===== src/rtl/irc_pkg.sv =====
package irc_pkg;
    parameter int NUM_VEC = 256;
    parameter int VEC_W   = $clog2(NUM_VEC);
    parameter int CLS_W   = 4;
    localparam int SUB_W  = VEC_W - CLS_W;

    typedef logic [VEC_W-1:0] vec_t;

    typedef struct packed {
        logic [NUM_VEC-1:0] pend;
        logic [NUM_VEC-1:0] serv;
        logic [NUM_VEC-1:0] lvl;
        vec_t               task_pri;
        logic               leoi_v;
        vec_t               leoi_vec;
    } irc_state_t;

    function automatic vec_t class_of(input vec_t v);
        return {v[VEC_W-1 -: CLS_W], {SUB_W{1'b0}}};
    endfunction
endpackage


===== src/rtl/irc_prio_enc.sv =====
module irc_prio_enc #(
    parameter int WIDTH = 256,
    parameter int GRP   = 16,
    localparam int IDX_W = $clog2(WIDTH),
    localparam int NGRP  = WIDTH / GRP,
    localparam int GW    = $clog2(GRP),
    localparam int NW    = $clog2(NGRP)
) (
    input  logic [WIDTH-1:0] bits_i,
    output logic             found_o,
    output logic [IDX_W-1:0] idx_o
);
    logic [NGRP-1:0] grp_hit;
    logic [GW-1:0]   grp_idx [NGRP];

    for (genvar g = 0; g < NGRP; g++) begin : g_grp
        always_comb begin
            grp_hit[g] = 1'b0;
            grp_idx[g] = '0;
            for (int b = 0; b < GRP; b++) begin
                if (bits_i[g*GRP + b]) begin
                    grp_hit[g] = 1'b1;
                    grp_idx[g] = GW'(b);
                end
            end
        end
    end

    logic [NW-1:0] sel;
    always_comb begin
        sel = '0;
        for (int g = 0; g < NGRP; g++) begin
            if (grp_hit[g]) sel = NW'(g);
        end
        found_o = |grp_hit;
        idx_o   = {sel, grp_idx[sel]};
    end
endmodule


===== src/rtl/irc_ppr_calc.sv =====
module irc_ppr_calc
    import irc_pkg::*;
(
    input  vec_t task_pri_i,
    input  logic serv_found_i,
    input  vec_t serv_idx_i,
    output vec_t ppr_o
);
    vec_t serv_eff;
    always_comb begin
        serv_eff = serv_found_i ? serv_idx_i : '0;
        if (task_pri_i[VEC_W-1 -: CLS_W] >= serv_eff[VEC_W-1 -: CLS_W])
            ppr_o = task_pri_i;
        else
            ppr_o = class_of(serv_eff);
    end
endmodule


===== src/rtl/vec_irq_ctrl.sv =====
module vec_irq_ctrl
    import irc_pkg::*;
(
    input  logic             clk,
    input  logic             rst_n,
    input  logic             en_hw,
    input  logic             en_sw,
    input  logic             req_valid,
    input  logic [VEC_W-1:0] req_vector,
    input  logic             req_level,
    output logic             req_accept,
    input  logic             tpr_we,
    input  logic [VEC_W-1:0] tpr_wdata,
    input  logic             eoi_we,
    output logic             intr_valid,
    output logic [VEC_W-1:0] intr_vector,
    input  logic             intr_ack,
    output logic [VEC_W-1:0] ppr,
    output logic             level_eoi_valid,
    output logic [VEC_W-1:0] level_eoi_vector
);
    irc_state_t state_q, state_d;

    logic pend_found, serv_found;
    vec_t pend_idx, serv_idx;

    irc_prio_enc #(.WIDTH(NUM_VEC)) u_pend_enc (
        .bits_i (state_q.pend),
        .found_o(pend_found),
        .idx_o  (pend_idx)
    );

    irc_prio_enc #(.WIDTH(NUM_VEC)) u_serv_enc (
        .bits_i (state_q.serv),
        .found_o(serv_found),
        .idx_o  (serv_idx)
    );

    irc_ppr_calc u_ppr (
        .task_pri_i  (state_q.task_pri),
        .serv_found_i(serv_found),
        .serv_idx_i  (serv_idx),
        .ppr_o       (ppr)
    );

    logic enabled, offer, take, retire;

    always_comb begin
        enabled    = en_hw & en_sw;
        offer      = enabled & pend_found & (class_of(pend_idx) > ppr);
        take       = offer & intr_ack;
        retire     = eoi_we & serv_found;
        req_accept = req_valid & enabled & ~state_q.pend[req_vector];

        state_d        = state_q;
        state_d.leoi_v = 1'b0;

        if (tpr_we) state_d.task_pri = tpr_wdata;

        if (retire) begin
            state_d.serv[serv_idx] = 1'b0;
            if (state_q.lvl[serv_idx]) begin
                state_d.lvl[serv_idx] = 1'b0;
                state_d.leoi_v        = 1'b1;
                state_d.leoi_vec      = serv_idx;
            end
        end

        if (take) begin
            state_d.serv[pend_idx] = 1'b1;
            state_d.pend[pend_idx] = 1'b0;
        end

        if (req_valid && enabled) begin
            if (!state_q.pend[req_vector]) begin
                state_d.pend[req_vector] = 1'b1;
                state_d.lvl[req_vector]  = req_level;
            end else if (!req_level) begin
                state_d.lvl[req_vector]  = 1'b0;
            end
        end
    end

    always_ff @(posedge clk or negedge rst_n) begin
        if (!rst_n) state_q <= '0;
        else        state_q <= state_d;
    end

    assign intr_valid       = offer;
    assign intr_vector      = pend_idx;
    assign level_eoi_valid  = state_q.leoi_v;
    assign level_eoi_vector = state_q.leoi_vec;
endmodule


===== config.mk =====
export PLATFORM = sky130hd
export DESIGN_NAME = vec_irq_ctrl
export DESIGN_NICKNAME = d
export VERILOG_FILES = /design/src/rtl/irc_pkg.sv /design/src/rtl/irc_prio_enc.sv /design/src/rtl/irc_ppr_calc.sv /design/src/rtl/vec_irq_ctrl.sv
export SDC_FILE = /design/constraint.sdc
export NUM_CORES = 2
export LEC_CHECK = 0
export BUFFER_PORTS_ARGS = -buffer_cell sky130_fd_sc_hd__buf_2
export CORE_ASPECT_RATIO = 0.5
export CORE_MARGIN = 2
export CORE_UTILIZATION = 50
export CTS_CLUSTER_DIAMETER = 30
export DETAILED_ROUTE_END_ITERATION = 16
export PLACE_DENSITY = 0.64
export SLEW_MARGIN = 10
export SYNTH_ARGS = -nofsm -noshare
export SYNTH_HDL_FRONTEND = slang
export SYNTH_SLANG_ARGS = --single-unit

===== constraint.sdc =====
create_clock -name clk -period 6.9 [get_ports clk]
set_clock_uncertainty 0.1 [all_clocks]
set_input_delay 0.69 -clock clk [delete_from_list [all_inputs] [get_ports clk]]
set_output_delay 0.69 -clock clk [all_outputs]
set_load 0.05 [all_outputs]

==> reports/results.txt <==
Cells after Synth: 4,974
Vias per cell: 7.177
Mapped Avg Cell Area: 8.784 um2
Rel. slew slack: 14.69%
Die area: 0.08990 mm2
DR pass1 iterations: 7
Ports: 52
Clock transition at path regs: 0.05 ns
CP Data Required Time: 7.44 ns
Total core area: 0.08634 mm2
Syn Nets: 5,007
Vias: 46.24k
Total Wirelength: 214,100 um
CTS Buffer Depth: 3
First-pass GRT wire length: 303,800 um
Root buffer cell: clkbuf_16
Synthesized flop and latch total: 785
Gr ovfl total: 0
Worst path top cell family by delay: simple AND/OR/NAND/NOR gates
Num Clock Sinks: 785
Largest net degree at the start of global routing: 176
Initial antenna violation count: 19
GRT Total Usage: 47.04%
Residual DRC: 0
Crit-path max FO: 20
Row count: 76
Crit-path cells: nor4_2 > and4_1 > o21ai_1 > a221oi_2 > o21ai_4 > inv_2 > mux2i_1 > o22ai_2 > buf_4 > nor4_4 > buf_4 > buf_4 > buf_4 > mux2i_1 > mux2i_1 > o22ai_1 > a2bb2oi_1 > o211a_1 > nand4_4 > mux2_1
Warnings from Yosys: 0
Fraction of registers with async set/reset: 100.0%
Drt initial violations: 8,310
Hold Fails Final Rpt: 0
Buf/Inv on CP: 5
Initial Util: 50.60%
Final period util: 99.62%
Non-filler cells, final: 6,443
Critical-path top delay cell: nor4_2
Minimum clock period: 6.874 ns
Nature of the critical path startpoint: register
Slew @ Worst Pin: 1.275 ns
Post-synth EDFFs: 0
Clk_lat worst skew: 0.77 ns
Fmax: 145.5 MHz
Routed length per instance: 33.23 um
CTS tree: done
Worst setup path category: register to register
Most numerous cell on the critical path: buf_4
Max-cap violations: 0
Final Wtd Congestion: 1.126
Nature of the critical path endpoint: register
RSZ-0062 raised after global routing: true
Final number of setup-violating endpoints: 0
Layout cells sized above 1: 17.26%
Die width: 422.0 um
# port buffers: 51
Area growth, synth to finish: 19.36%
Filler cell count: 7,623
Nets: 5,186
Cts bufs inserted: 132
Post-Syn Area: 0.04369 mm2
Htree depth: 4
Vias in the first global route: 43.16k
Register area share after synthesis: 44.96%
Status: completed
Library cells used by synthesis: 87
Dominant synthesized flop cell: dfrtp_1
CP arrival: 7.41 ns
Final ANT Viol Nets: 0
Die Y: 213.0 um
Max incr delay on CP: 0.57 ns
Max Slew Vio Count: 0
DP HPWL: 143,700 um
Hold crit path type: input port to register
DP Cell Count: 6,186
==> stage by stage <==
stage	TNS (ns)	instance area, um2	util (%)	hold slack, ns	setup WS (ns)
6_report	0	52150	60.39	0.05903	0.02624
5_1_grt	-0.1109	52100	60.35	0.06544	-0.1109
4_1_cts	0	52030	60.26	0.03070	0.02323
3_5_place_dp	0	47450	54.95	0.3797	0.01702
3_3_place_gp	0	47450	54.95	0.3761	0.06165
2_1_floorplan	0	43690	-	0.2944	0.3523
==> cells in the final DEF, fill, tap and decap left out, drive strengths merged, types with 20 or more instances in the layout <==
| cell type | synthesis | layout |
|---|---|---|
| a211oi | 39 | 39 |
| clkbuf | 317 | 164 |
| a221oi | 20 | 20 |
| mux2i | 78 | 78 |
| a21oi | 590 | 590 |
| nor4 | 136 | 136 |
| a22o | 232 | 232 |
| a21o | 32 | 32 |
| nor2b | 37 | 37 |
| o21ai | 307 | 307 |
| o211ai | 24 | 24 |
| dfrtp | 785 | 785 |
| nand2b | 26 | 26 |
| o21bai | 52 | 52 |
| nand2 | 708 | 708 |
| inv | 162 | 176 |
| clkinv | 1 | 31 |
| o41ai | 32 | 32 |
| buf | 78 | 439 |
| nor2 | 495 | 495 |
| o2111ai | 26 | 26 |
| nand4 | 31 | 31 |
| mux2 | 28 | 28 |
| nor3 | 138 | 138 |
| o22ai | 264 | 264 |
| mux4 | 84 | 84 |
| o31ai | 21 | 21 |
| nand3 | 52 | 52 |
==> routing by layer <==
layer / GRT usage, % / vias to the layer above / wire (um)
li1: - / 18770 / -
met3: 21.31 / 759 / 38190
met4: 23.57 / 10 / 10940
met5: 0 / - / 87
met1: 64.61 / 22680 / 82670
met2: 61.95 / 4023 / 82220
==> cells by family (layout without fill, tap and decap cells) <==
kind of cell	after synthesis	after routing	share of synthesized area, %
compound gates	1747	1747	25.42
fa+ha+maj	8	8	0.2291
buf+inv	558	839	5.212
flops	785	785	44.96
mux	190	190	6.839
other cells	0	18	0
simple gates	1686	1686	17.34
==> timing repair <==
action                     in CTS  in global routing
setup endpoints to repair       2                541
buffers inserted                2                  0
hold buffers                    1                  0
pin swaps                       1                  0
gates resized for setup         2                 11
hold endpoints to repair       75                  0
==> registers in the layout, summed over array words and instances, names as in the netlist <==
name	cells
state_q	776
level_eoi_vector	8
level_eoi_valid	1
==> final cells by class <==
type	count	area (um2)	area share, %
multi-input combinational	3631	22250	42.67
clock buffer	164	3701	7.097
antenna	18	45.04	0.08638
timing repair buffer	440	3581	6.867
tap	1170	1464	2.807
clock inverter	72	848.3	1.627
sequential	785	19640	37.67
inverter	163	611.8	1.173
==> path summary, 6_finish.rpt <==
kind / start / to / slack [ns] / cells past startpoint
worst max register to register: state_q[478] / level_eoi_vector[1] / 0.03 / 20
worst min register to register: level_eoi_vector[1] / level_eoi_vector[1] / 0.39 / 1
min in group asynchronous: rst_n / state_q[56] / 0.46 / 2
worst min-delay path: tpr_wdata[6] / state_q[15] / 0.06 / 2
max in group asynchronous: rst_n / state_q[421] / 4.60 / 3
worst max-delay path: state_q[478] / level_eoi_vector[1] / 0.03 / 20
==> Yosys cell counts (21+ instances only) <==
| cell type | n | area [um2] |
|---|---|---|
| a211oi_1 | 39 | 292.8 |
| a21o_1 | 32 | 240.2 |
| a21oi_1 | 590 | 2953 |
| a22o_1 | 232 | 2032 |
| buf_2 | 38 | 190.2 |
| clkbuf_1 | 317 | 1190 |
| dfrtp_1 | 785 | 19640 |
| inv_1 | 156 | 585.6 |
| mux2_2 | 23 | 259.0 |
| mux2i_1 | 78 | 780.8 |
| mux4_2 | 84 | 1892 |
| nand2_1 | 707 | 2654 |
| nand2b_1 | 26 | 162.7 |
| nand3_1 | 50 | 250.2 |
| nand4_1 | 29 | 181.4 |
| nor2_1 | 494 | 1854 |
| nor2b_1 | 36 | 225.2 |
| nor3_1 | 138 | 690.7 |
| nor4_1 | 121 | 757.0 |
| o2111ai_1 | 25 | 219.0 |
| o211ai_1 | 24 | 180.2 |
| o21ai_0 | 303 | 1516 |
| o21bai_1 | 52 | 390.4 |
| o22ai_1 | 264 | 1652 |
| o31ai_1 | 21 | 157.7 |
| o41ai_1 | 32 | 280.3 |
Power is left out: the tool's default activity adds up to more than one toggle a clock period on the data nets, which glitch-free logic cannot reach.
